==> config.mk <==
export PLATFORM = sky130hd
export DESIGN_NAME = pmr_read_port
export DESIGN_NICKNAME = d
export VERILOG_FILES = /design/src/rtl/pmr_pkg.sv /design/src/rtl/pmr_bit_counter.sv /design/src/rtl/pmr_byte_packer.sv /design/src/rtl/pmr_read_port.sv
export SDC_FILE = /design/constraint.sdc
export NUM_CORES = 1
export LEC_CHECK = 0
export CAP_MARGIN = 20
export CORE_UTILIZATION = 35
export CTS_CLUSTER_DIAMETER = 200
export DETAILED_ROUTE_END_ITERATION = 12
export GPL_TIMING_DRIVEN = 0
export SLEW_MARGIN = 30
export SYNTH_ARGS = -nofsm -noshare
export SYNTH_HDL_FRONTEND = slang
export SYNTH_SLANG_ARGS = --single-unit
==> constraint.sdc <==
create_clock -name clk -period 3.2 [get_ports clk]
set_clock_uncertainty 0.05 [all_clocks]
set_input_delay 0.96 -clock clk [delete_from_list [all_inputs] [get_ports clk]]
set_output_delay 0.96 -clock clk [all_outputs]
set_load 0.05 [all_outputs]
==> src/rtl/pmr_pkg.sv <==
package pmr_pkg;
    localparam int BYTE_W = 8;
    localparam int CNT_W  = $clog2(BYTE_W + 1);

    typedef enum logic [1:0] {
        ST_IDLE,
        ST_FILL,
        ST_READY
    } pmr_state_t;
endpackage

==> src/rtl/pmr_bit_counter.sv <==
module pmr_bit_counter #(
    parameter int ADDR_W = 11
) (
    input  logic              clk,
    input  logic              rst_n,
    input  logic              load_en,
    input  logic [ADDR_W-1:0] load_val,
    input  logic              resume_en,
    input  logic              fetch_step,
    input  logic              commit_step,
    output logic [ADDR_W-1:0] fetch_addr
);
    import pmr_pkg::*;

    logic [ADDR_W-1:0] commit_addr;

    always_ff @(posedge clk or negedge rst_n) begin
        if (!rst_n) begin
            fetch_addr  <= '0;
            commit_addr <= '0;
        end else begin
            if (load_en) begin
                fetch_addr  <= load_val;
                commit_addr <= load_val;
            end else begin
                if (resume_en)
                    fetch_addr <= commit_addr;
                else if (fetch_step)
                    fetch_addr <= fetch_addr + 1'b1;
                if (commit_step)
                    commit_addr <= commit_addr + ADDR_W'(BYTE_W);
            end
        end
    end

    AST_ADDR_STEP: assert property (@(posedge clk) disable iff (!rst_n)
        (fetch_step && $past(fetch_step)) |-> (fetch_addr == $past(fetch_addr) + 1'b1));
endmodule

==> src/rtl/pmr_byte_packer.sv <==
module pmr_byte_packer (
    input  logic                      clk,
    input  logic                      rst_n,
    input  logic                      flush,
    input  logic                      issue,
    input  logic                      bit_in,
    output logic                      room,
    output logic                      full,
    output logic [pmr_pkg::BYTE_W-1:0] data
);
    import pmr_pkg::*;

    logic [CNT_W-1:0] issue_cnt;
    logic [CNT_W-1:0] recv_cnt;
    logic             pend_q;

    assign room = (issue_cnt < CNT_W'(BYTE_W));
    assign full = (recv_cnt == CNT_W'(BYTE_W));

    always_ff @(posedge clk or negedge rst_n) begin
        if (!rst_n) begin
            issue_cnt <= '0;
            recv_cnt  <= '0;
            pend_q    <= 1'b0;
            data      <= '0;
        end else if (flush) begin
            issue_cnt <= '0;
            recv_cnt  <= '0;
            pend_q    <= 1'b0;
        end else begin
            pend_q <= issue;
            if (issue)
                issue_cnt <= issue_cnt + 1'b1;
            if (pend_q) begin
                data     <= {data[BYTE_W-2:0], bit_in};
                recv_cnt <= recv_cnt + 1'b1;
            end
        end
    end

    AST_RECV_LE_ISSUE: assert property (@(posedge clk) disable iff (!rst_n)
        recv_cnt <= issue_cnt);
endmodule

==> src/rtl/pmr_read_port.sv <==
module pmr_read_port #(
    parameter int         PAGES      = 32,
    parameter int         PAGE_BITS  = 64,
    parameter logic [7:0] START_CODE = 8'h67,
    parameter logic [7:0] CONT_CODE  = 8'h69,
    localparam int        PAGE_W     = $clog2(PAGES),
    localparam int        SHIFT_W    = $clog2(PAGE_BITS),
    localparam int        ADDR_W     = PAGE_W + SHIFT_W
) (
    input  logic              clk,
    input  logic              rst_n,
    input  logic              cs_n,
    input  logic              cmd_valid,
    input  logic [7:0]        cmd_code,
    input  logic [PAGE_W-1:0] cmd_page,
    output logic              byte_valid,
    output logic [7:0]        byte_data,
    input  logic              byte_take,
    output logic              mem_rd_en,
    output logic [ADDR_W-1:0] mem_addr,
    input  logic              mem_rd_bit
);
    import pmr_pkg::*;

    pmr_state_t state, state_nx;

    logic is_start, is_cont, accept;
    logic slot_free, move, commit;
    logic pk_room, pk_full, pk_flush;
    logic [BYTE_W-1:0] pk_data;

    assign is_start  = (cmd_code == START_CODE);
    assign is_cont   = (cmd_code == CONT_CODE);
    assign accept    = (state == ST_IDLE) && cmd_valid && !cs_n && (is_start || is_cont);
    assign slot_free = !byte_valid || byte_take;
    assign move      = !cs_n && pk_full && slot_free && (state != ST_IDLE);
    assign commit    = !cs_n && byte_valid && byte_take;
    assign mem_rd_en = !cs_n && (state == ST_FILL) && pk_room;
    assign pk_flush  = cs_n || move;

    always_comb begin
        state_nx = state;
        unique case (state)
            ST_IDLE:  if (accept) state_nx = ST_FILL;
            ST_FILL: begin
                if (cs_n)                       state_nx = ST_IDLE;
                else if (pk_full && !slot_free) state_nx = ST_READY;
            end
            ST_READY: begin
                if (cs_n)           state_nx = ST_IDLE;
                else if (slot_free) state_nx = ST_FILL;
            end
            default: state_nx = ST_IDLE;
        endcase
    end

    always_ff @(posedge clk or negedge rst_n) begin
        if (!rst_n) state <= ST_IDLE;
        else        state <= state_nx;
    end

    always_ff @(posedge clk or negedge rst_n) begin
        if (!rst_n) begin
            byte_valid <= 1'b0;
            byte_data  <= '0;
        end else if (cs_n) begin
            byte_valid <= 1'b0;
        end else if (move) begin
            byte_valid <= 1'b1;
            byte_data  <= pk_data;
        end else if (byte_take) begin
            byte_valid <= 1'b0;
        end
    end

    pmr_bit_counter #(.ADDR_W(ADDR_W)) u_ctr (
        .clk         (clk),
        .rst_n       (rst_n),
        .load_en     (accept && is_start),
        .load_val    ({cmd_page, {SHIFT_W{1'b0}}}),
        .resume_en   (accept && is_cont),
        .fetch_step  (mem_rd_en),
        .commit_step (commit),
        .fetch_addr  (mem_addr)
    );

    pmr_byte_packer u_pack (
        .clk    (clk),
        .rst_n  (rst_n),
        .flush  (pk_flush),
        .issue  (mem_rd_en),
        .bit_in (mem_rd_bit),
        .room   (pk_room),
        .full   (pk_full),
        .data   (pk_data)
    );

    AST_HOLD_STABLE: assert property (@(posedge clk) disable iff (!rst_n)
        (byte_valid && !byte_take && !cs_n) |=> (byte_valid && $stable(byte_data)));
    AST_CS_DROP: assert property (@(posedge clk) disable iff (!rst_n)
        cs_n |=> !byte_valid);
    AST_IDLE_QUIET: assert property (@(posedge clk) disable iff (!rst_n)
        (state == ST_IDLE) |-> !byte_valid);
endmodule

Word-level counts from Yosys, hierarchy flattened
Cells that the tools add are included.

word-level totals
  bits of input ports = 19
  flip-flop bits (word level) = 50

operators by class
  reduce and logical (&&, ||, !) cells = 29
  order comparisons = 1
  $add $sub $neg = 4
  bitwise gates (word level) = 2
  equality and inequality tests = 8
  muxes and demuxes = 19

operators by type and width
  cell                                                   count
  two-way mux 11 bit                                     5
  equality test 8 x 7 -> 1 bit, second input constant    2
  two-way mux 4 bit                                      4
  logical AND 1 bit                                      13
  adder 11 x 1 -> 11 bit, second input constant          1
  adder 11 x 4 -> 11 bit, second input constant          1
  two-way mux 2 bit                                      5
  adder 4 x 1 -> 4 bit, second input constant            2
  nonzero test 2 bit                                     4
  one-hot mux 2 bit (3 select lines)                     1
  nonzero test 3 bit                                     2
  equality test 4 bit, second input constant             1
  < comparator 4 bit, second input constant              1
  two-way mux 1 bit                                      4
  AND reduction 2 bit                                    2
  zero test 1 bit                                        3
  logical OR 1 bit                                       3
  inequality test 3 x 2 -> 1 bit, second input constant  1
  inequality test 3 bit, second input constant           1
  AND reduction 3 bit                                    1
  equality test 2 x 1 -> 1 bit, second input constant    1
  equality test 2 bit, second input constant             1
  zero test 2 bit                                        1
  inequality test 2 bit, second input constant           1
  inverter 1 bit                                         2

Depth between registers and ports, before layout
Gate-level depths: netlist of the first run.

  word-level depth = 7
  mapped depth = 7
  mapped depth without buffers = 6

Modules after synthesis
A second synthesis of the first run with hierarchy kept.

second synthesis, totals
  cell total of the unflattened synthesis = 245
  area, all modules = 2640.0 um2

by module, submodules not included
  module           instances  sequential area each (um2)  area an instance (um2)  cells an instance
  pmr_bit_counter  1          550.5                       1265.0                  139
  pmr_byte_packer  1          425.4                       807.0                   61
  pmr_read_port    1          275.3                       568.0                   45

Worst setup path after synthesis of the first run
No wires, ideal clock.

  path kind = input -> output
  from = input cs_n
  to = output mem_rd_en
  required time = 2.190 ns
  stages on the path = 4
  data arrival time = 1.927 ns
  setup slack = 0.263 ns
  path buffers = 2
  path through = buf_6 -> or4b_4 -> clkinv_4 -> buf_4

between the ends
  longest elaborated chain between the ends = 3

ends and longest elaborated chain
  what                            RTL line             source
  start, declared                 pmr_read_port.sv:12  input logic cs_n,
  zero test 1 bit                 pmr_read_port.sv:38  assign mem_rd_en = !cs_n && (state == ST_FILL) && pk_room;
  logical AND 1 bit (2 in a row)  pmr_read_port.sv:38
  end, declared                   pmr_read_port.sv:19  output logic mem_rd_en,

No other way between the ends.

Worst setup path in the final report of the first run
Same ends and word-level chain as after synthesis.

==> results of run 1 <==
worst min-delay path by stage:
stage | endpoint | slack [ns] | cells after the start
2_1_floorplan | byte_data[7]$_DFFE_PN0P_ | 0.42 | 1
3_3_place_gp | byte_data[7]$_DFFE_PN0P_ | 0.44 | 1
3_5_place_dp | byte_data[7]$_DFFE_PN0P_ | 0.44 | 1
4_1_cts | byte_data[7]$_DFFE_PN0P_ | 0.47 | 1
5_1_grt | u_pack.data[7]$_DFFE_PN0P_ | 0.49 | 1
6_report | byte_data[7]$_DFFE_PN0P_ | 0.46 | 1
per-layer routing:
layer | vias to the layer above | track usage (%) | share of wire, %
li1 | 886 | - | -
met1 | 843 | 22.1 | 52
met2 | 41 | 22.7 | 43
met3 | 5 | 3.36 | 4.2
met4 | 0 | 4.23 | 1.3
met5 | - | 0 | 0
worst reg2reg max path: cells and delay by family (launching register included):
kind	cells	cell delay, ns
buffers and inverters	2	0.40
flip-flops	1	0.43
adder cells (fa/ha/maj)	1	0.13
multiplexers	1	0.37
AND/OR/NAND/NOR	2	0.51
AO/OA/AOI/OAI	1	0.20
final cells by class:
type	instances	share of cell area [%]
clock inverters	3	0.941
plain buffers	7	1.37
repair buffers	38	12.8
clock buffers	5	2.35
multi-input cells	161	38.2
inverters	5	0.812
flip-flops and latches	47	40.2
well taps	77	3.29
registers in the layout, indices dropped and copies added, names as in the netlist:
name / cells
byte_data: 8
byte_valid: 1
state: 2
u_ctr.commit_addr: 8
u_ctr.fetch_addr: 11
u_pack.data: 8
u_pack.issue_cnt: 4
u_pack.pend_q: 1
u_pack.recv_cnt: 4
cells in the final DEF (no fill, tap or decap), types with 2 or more instances in the layout:
| cell type | synthesis | final |
|---|---|---|
| nor4_1 | 3 | 3 |
| a21oi_1 | 13 | 13 |
| mux2i_1 | 2 | 2 |
| o211ai_1 | 2 | 2 |
| and4_1 | 3 | 3 |
| nor2b_1 | 5 | 5 |
| xor2_1 | 11 | 11 |
| dfrtp_1 | 47 | 47 |
| clkdlybuf4s50_1 | 0 | 36 |
| inv_1 | 4 | 4 |
| o21ai_0 | 6 | 6 |
| clkbuf_1 | 3 | 3 |
| buf_2 | 2 | 2 |
| and3b_1 | 3 | 3 |
| and2_1 | 2 | 2 |
| clkbuf_8 | 0 | 5 |
| ha_1 | 5 | 5 |
| nand3b_1 | 2 | 2 |
| mux2_2 | 16 | 16 |
| buf_4 | 1 | 3 |
| nand2b_1 | 2 | 2 |
| nor2_1 | 22 | 22 |
| nand4_1 | 9 | 9 |
| nand2_1 | 14 | 14 |
| nand3_1 | 5 | 5 |
| xnor2_1 | 8 | 8 |
| a22oi_1 | 4 | 4 |
| nor3_1 | 5 | 5 |
| o22ai_1 | 3 | 3 |
repair_timing:
action,CTS,global route
setup endpoints to repair,1,0
resized for setup,6,0
hold buffers,0,0
kinds of logic (layout without fill, tap and decap cells):
group,Yosys count,after routing
flip-flops,47,47
multiplexers,18,18
AO/OA/AOI/OAI,37,37
XOR/XNOR,19,19
AND/OR/NAND/NOR,82,82
buffers and inverters,12,58
adder cells (fa/ha/maj),5,5
power breakdown:
part | switching (W) | internal [W] | total, W | leakage (nW)
Sequential | 0.0000113 | 0.000603 | 0.000614 | 0.644
Combinational | 0.0000515 | 0.0000416 | 0.0000931 | 0.586
Clock | 0.000222 | 0.000162 | 0.000384 | 0.0467
Total | 0.000285 | 0.000806 | 0.00109 | 1.28
metrics by stage:
step	utilization [%]	hold WS, ns	setup WS [ns]	total power [W]
final	45.6	0.461	0.0573	0.00109
after global routing	45.6	0.490	0.0134	0.00115
after CTS	45.6	0.466	0.0503	0.00111
after detailed placement	44.1	0.441	-0.550	0.000720
after global placement	44.1	0.440	-0.553	0.000720
after floorplan	-	0.424	0.263	0.000667
==> flow_summary_export.csv, run 1 <==
group,metric,value,unit
synth,netlist_instances,220,
floorplan,pin_count,40,
worst_setup_path,worstPathMaxFanout,10,
worst_setup_path,critical-path-slowest-cell,"or4b_4",
cts,cts-root-buf,"clkbuf_8",
worst_setup_path,endpoint,"mem_rd_en",
worst_setup_path,rr_startpoint,"u_pack.recv_cnt[0]$_DFFE_PN0P_",
worst_setup_path,ff2ff_setup_slack,1.00,ns
sta,slew_headroom,59.3,%
worst_setup_path,critPathBufInv,4,
global_route,grt_first_pass_wirelength,8450,um
placement,io_buffer_count,38,
worst_setup_path,start_kind,"primary input",
drt,vias,1775,
synth,synth-simple-area-share,19.2,%
synth,postSynthAreaPerCell,10.7,um^2
placement,place_congestion,0.723,
worst_setup_path,cpMostUsedCell,"buf_4",
floorplan,dieArea,7070,um^2
sta,max_freq,318,MHz
cts,clk_path_buf_depth,2,
synth,synthXorXnorAreaFrac,7.06,%
synth,yosysUniqueCellTypes,45,
drt,drtPass1Iterations,8,
sta,post-route-period-util,98.2,%
placement,hpwl,3420,um
sta,grt_setup_unrepaired,"no",
global_route,grtUsageTotal,15.2,%
drt,viasPerCell,5.17,
sta,setup_violations,0,
cts,path_clk_slew,0.10,ns
synth,synth-compound-area-share,10.0,%
global_route,grt.overflow.total,0,
layout,antenna_cells,0,
drt,drt_iter0_drc,91,
cts,insertion_delay,0.30,ns
worst_hold_path,hold_start,"u_pack.data[7]$_DFFE_PN0P_",
worst_setup_path,critPathKind,"primary input to output pin",
synth,yosys-top-cells-count,"dfrtp_1 (47), nor2_1 (22), mux2_2 (16), nand2_1 (14), a21oi_1 (13)",
floorplan,floorplan.initialDensity,36.7,%
worst_setup_path,cp.depth,5,
layout,final_layout_size_suffix_gt1_share,13.5,%
global_route,antenna_found_initial,0,
power_and_ir_drop,p_per_area,373,nW/um^2
synth,synth_area_leaders,"dfrtp_1 (50%), mux2_2 (7.6%), xor2_1 (4.1%)",
drt,routed_wl,4820,um
synth,async_flop_share,100,%
sta,hold_viol,0,
layout,seq_area,1180,um^2
synth,yosys_register_bits,47,
layout,nNetsFinal,289,
synth,yosysSeqAreaShare,49.9,%
synth,ys_warn_count,0,
synth,synth-edff-count,0,
synth,yosys.area.top_type,"dfrtp_1",
worst_setup_path,cp_cell_sequence,"buf_6 -> or4b_4 -> clkinv_4 -> buf_4 -> buf_4",
synth,yosys.area.top_type_share,49.9,%
global_route,grt_pass1_vias,1742,
worst_setup_path,path_delay_family,"buffers and inverters",
worst_hold_path,hold_path.class,"flop to flop",
job,maxCapViolCount,0,
power_and_ir_drop,p_leak,1.28,nW
outcome,status,"complete, but fails checks",
sta,worst_slew_pin_slew,0.611,ns
global_route,grt_max_degree,48,
synth,synth_mux_area_share,8.49,%
synth,ys.flop_type,"dfrtp_1",
worst_setup_path,r2r_cells,7,
worst_setup_path,end_kind,"output pin",
floorplan,die_w,84.1,um
worst_setup_path,max_stage_delay,0.57,ns
floorplan,core_area,6420,um^2
synth,synthAdderAreaFrac,2.65,%
layout,syn2layout_area_growth,24.1,%
drt,wl_per_cell,14.0,um
synth,netlist_area,2360,um^2
synth,synth_top_family_by_area,"simple AND/OR/NAND/NOR gates",
synth,synth.most_common_cell,"dfrtp_1",
drt,antenna_left,0,
outcome,failed_checks,"DRC",
cts,cts_made_buffers,5,
floorplan,row_count,29,
cts,cts_sinks,47,
worst_setup_path,required,2.19,ns
sta,min_period,3.14,ns
worst_setup_path,r2r_end,"byte_data[0]$_DFFE_PN0P_",
cts,post_cts_buffers,0,
power_and_ir_drop,ir_worst_vdd,0.169,mV
layout,n_fill_cell,595,
cts,cts_htree_levels,2,
floorplan,die_y,84.1,um
worst_setup_path,critPathArrivalTime,2.13,ns
layout,fin_cells,343,
worst_setup_path,crit_path_start,"cs_n",
layout,fin_area,2930,um^2
sta,maxSlewViolCount,0,
cts,cts_tree,"done",
placement,placed_area,2830,um^2
layout,multi_input_area,1120,um^2
placement,placed_cells_incl_taps,335,
synth,synth_nets,244,
drt,drc,2,
sta,setup_tns,0,ns
Power figures use the tool's default switching activity.
==> run 2: changes to the inputs <==
--- a/config.mk
+++ b/config.mk
@@ -10,6 +10,7 @@
 export CTS_CLUSTER_DIAMETER = 200
 export DETAILED_ROUTE_END_ITERATION = 12
 export GPL_TIMING_DRIVEN = 0
+export SETUP_SLACK_MARGIN = 0.2
 export SLEW_MARGIN = 30
 export SYNTH_ARGS = -nofsm -noshare
 export SYNTH_HDL_FRONTEND = slang
==> flow_summary_export.csv, run 2 (synthesized netlist as in run 1, its figures left out) <==
group,metric,value,unit
drt,routed_wl,4900,um
layout,nNetsFinal,299,
job,maxCapViolCount,0,
cts,ctsHoldBuffers,0,
floorplan,row_count,29,
worst_hold_path,min_delay_path_depth,1,
power_and_ir_drop,ir_worst_vdd,0.169,mV
layout,final_cell_mix,"dfrtp_1 (47), clkdlybuf4s50_1 (36), nor2_1 (22)",
cts,cts-root-buf,"clkbuf_8",
drt,drc,2,
global_route,grtUsageTotal,15.3,%
cts,insertion_delay,0.31,ns
worst_setup_path,max_stage_delay,0.55,ns
worst_setup_path,start_kind,"primary input",
worst_setup_path,critPathKind,"primary input to output pin",
floorplan,die_y,84.1,um
worst_setup_path,required,2.19,ns
global_route,antenna_found_initial,0,
drt,drtPass1Iterations,8,
layout,layout_commonest_cell,"dfrtp_1",
worst_setup_path,cp_cell_sequence,"buf_12 -> or4b_4 -> clkinv_4 -> buf_8 -> buf_8",
global_route,grt_max_degree,48,
layout,final_util,47.1,%
sta,maxSlewViolCount,0,
sta,fin_ws,0.227,ns
worst_hold_path,worst_hold_path.endpoint,"byte_data[7]$_DFFE_PN0P_",
worst_setup_path,ff2ff_setup_slack,1.01,ns
cts,path_clk_slew,0.10,ns
drt,antenna_left,0,
global_route,grt_first_pass_wirelength,8500,um
floorplan,dieArea,7070,um^2
worst_setup_path,critPathArrivalTime,1.96,ns
outcome,status,"complete, but fails checks",
layout,n_fill_cell,591,
global_route,grt.overflow.total,0,
placement,place_ws,-0.550,ns
floorplan,die_w,84.1,um
cts,clk_path_buf_depth,2,
worst_setup_path,worstPathMaxFanout,8,
sta,post-route-period-util,92.9,%
layout,multi_input_area,1120,um^2
sta,slew_headroom,59.3,%
floorplan,floorplan.initialDensity,36.7,%
sta,grt_setup_unrepaired,"no",
layout,final_layout_size_suffix_gt1_share,16.7,%
layout,fin_cells,353,
cts,cts_made_buffers,5,
worst_hold_path,hold_start,"u_pack.data[7]$_DFFE_PN0P_",
sta,hold_viol,0,
worst_setup_path,cpMostUsedCell,"buf_8",
layout,largest_register_ffs,11,
cts,cts_htree_levels,2,
layout,seq_area,1180,um^2
worst_setup_path,critical-path-slowest-cell,"or4b_4",
global_route,grt_pass1_vias,1748,
drt,wl_per_cell,13.9,um
sta,holdWs,0.462,ns
placement,hpwl,3420,um
layout,largest-register,"u_ctr.fetch_addr",
sta,max_freq,336,MHz
worst_setup_path,r2r_end,"byte_data[0]$_DFFE_PN0P_",
layout,syn2layout_area_growth,28.3,%
drt,vias,1809,
sta,setup_violations,0,
placement,io_buffer_count,38,
worst_hold_path,hold_path.class,"flop to flop",
outcome,failed_checks,"DRC",
worst_setup_path,rr_startpoint,"u_pack.recv_cnt[0]$_DFFE_PN0P_",
sta,min_period,2.97,ns
power_and_ir_drop,p_leak,1.33,nW
cts,cts_tree,"done",
floorplan,core_area,6420,um^2
power_and_ir_drop,p_per_area,363,nW/um^2
layout,antenna_cells,0,
sta,setup_tns,0,ns
floorplan,pin_count,40,
drt,viasPerCell,5.12,
placement,placed_cells_incl_taps,335,
cts,cts_sinks,47,
worst_setup_path,r2r_cells,7,
drt,drt_iter0_drc,84,
sta,worst_slew_pin_slew,0.610,ns
worst_setup_path,end_kind,"output pin",
placement,place_congestion,0.723,
==> run 2: cell count changes in the layout (fill, tap and decap cells not counted) <==
| cell | previous run | this run |
|---|---|---|
| buf_4 | 3 | 11 |
| buf_8 | 0 | 2 |
| buf_12 | 0 | 1 |
| buf_6 | 1 | 0 |
==> run 2: how the worst max path moves through the flow <==
stage / startpoint / end / slack [ns] / cells after the start
floorplan: cs_n / mem_rd_en / 0.26 / 4
global placement: cs_n / mem_rd_en / -0.55 / 5
detailed placement: cs_n / mem_rd_en / -0.55 / 5
CTS: cs_n / mem_rd_en / 0.21 / 5
global route: cs_n / mem_rd_en / 0.20 / 5
finish: cs_n / mem_rd_en / 0.23 / 5
==> run 2: layout make-up <==
| type | count | share of cell area (%) |
|---|---|---|
| multi-input cells | 161 | 37.0 |
| inverters | 5 | 0.786 |
| well taps | 77 | 3.18 |
| clock inverters | 3 | 0.910 |
| flip-flops and latches | 47 | 38.9 |
| plain buffers | 7 | 1.86 |
| repair buffers | 48 | 15.1 |
| clock buffers | 5 | 2.27 |
==> run 2: power breakdown <==
group	leakage, nW	switching (W)	internal [W]
registers	0.644	0.0000114	0.000603
clock network	0.0467	0.000224	0.000162
logic	0.644	0.0000524	0.0000460
==> run 2: metrics by stage <==
stage,area [um^2],power [W]
finish,3030,0.00110
global route,3030,0.00116
CTS,2950,0.00111
detailed placement,2830,0.000720
global placement,2840,0.000720
floorplan,2360,0.000667
==> run 2: routing by layer <==
metal	track usage, %	up-vias	part of all wire (%)
li1	-	900	-
met1	22.2	865	51
met2	23.0	39	43
met3	3.36	5	4.1
met4	4.23	0	1.3
met5	0	-	0
==> run 2: critical path: cells and delay by family <==
family / cells / cell delay [ns]
buffers and inverters: 4 / 0.46
AND/OR/NAND/NOR: 1 / 0.55
==> run 2: repair_timing <==
item / CTS / global route
buffers inserted: 1 / 9
setup endpoints to repair: 1 / 1
gates resized for setup: 10 / 2
pin swaps: 1 / 1
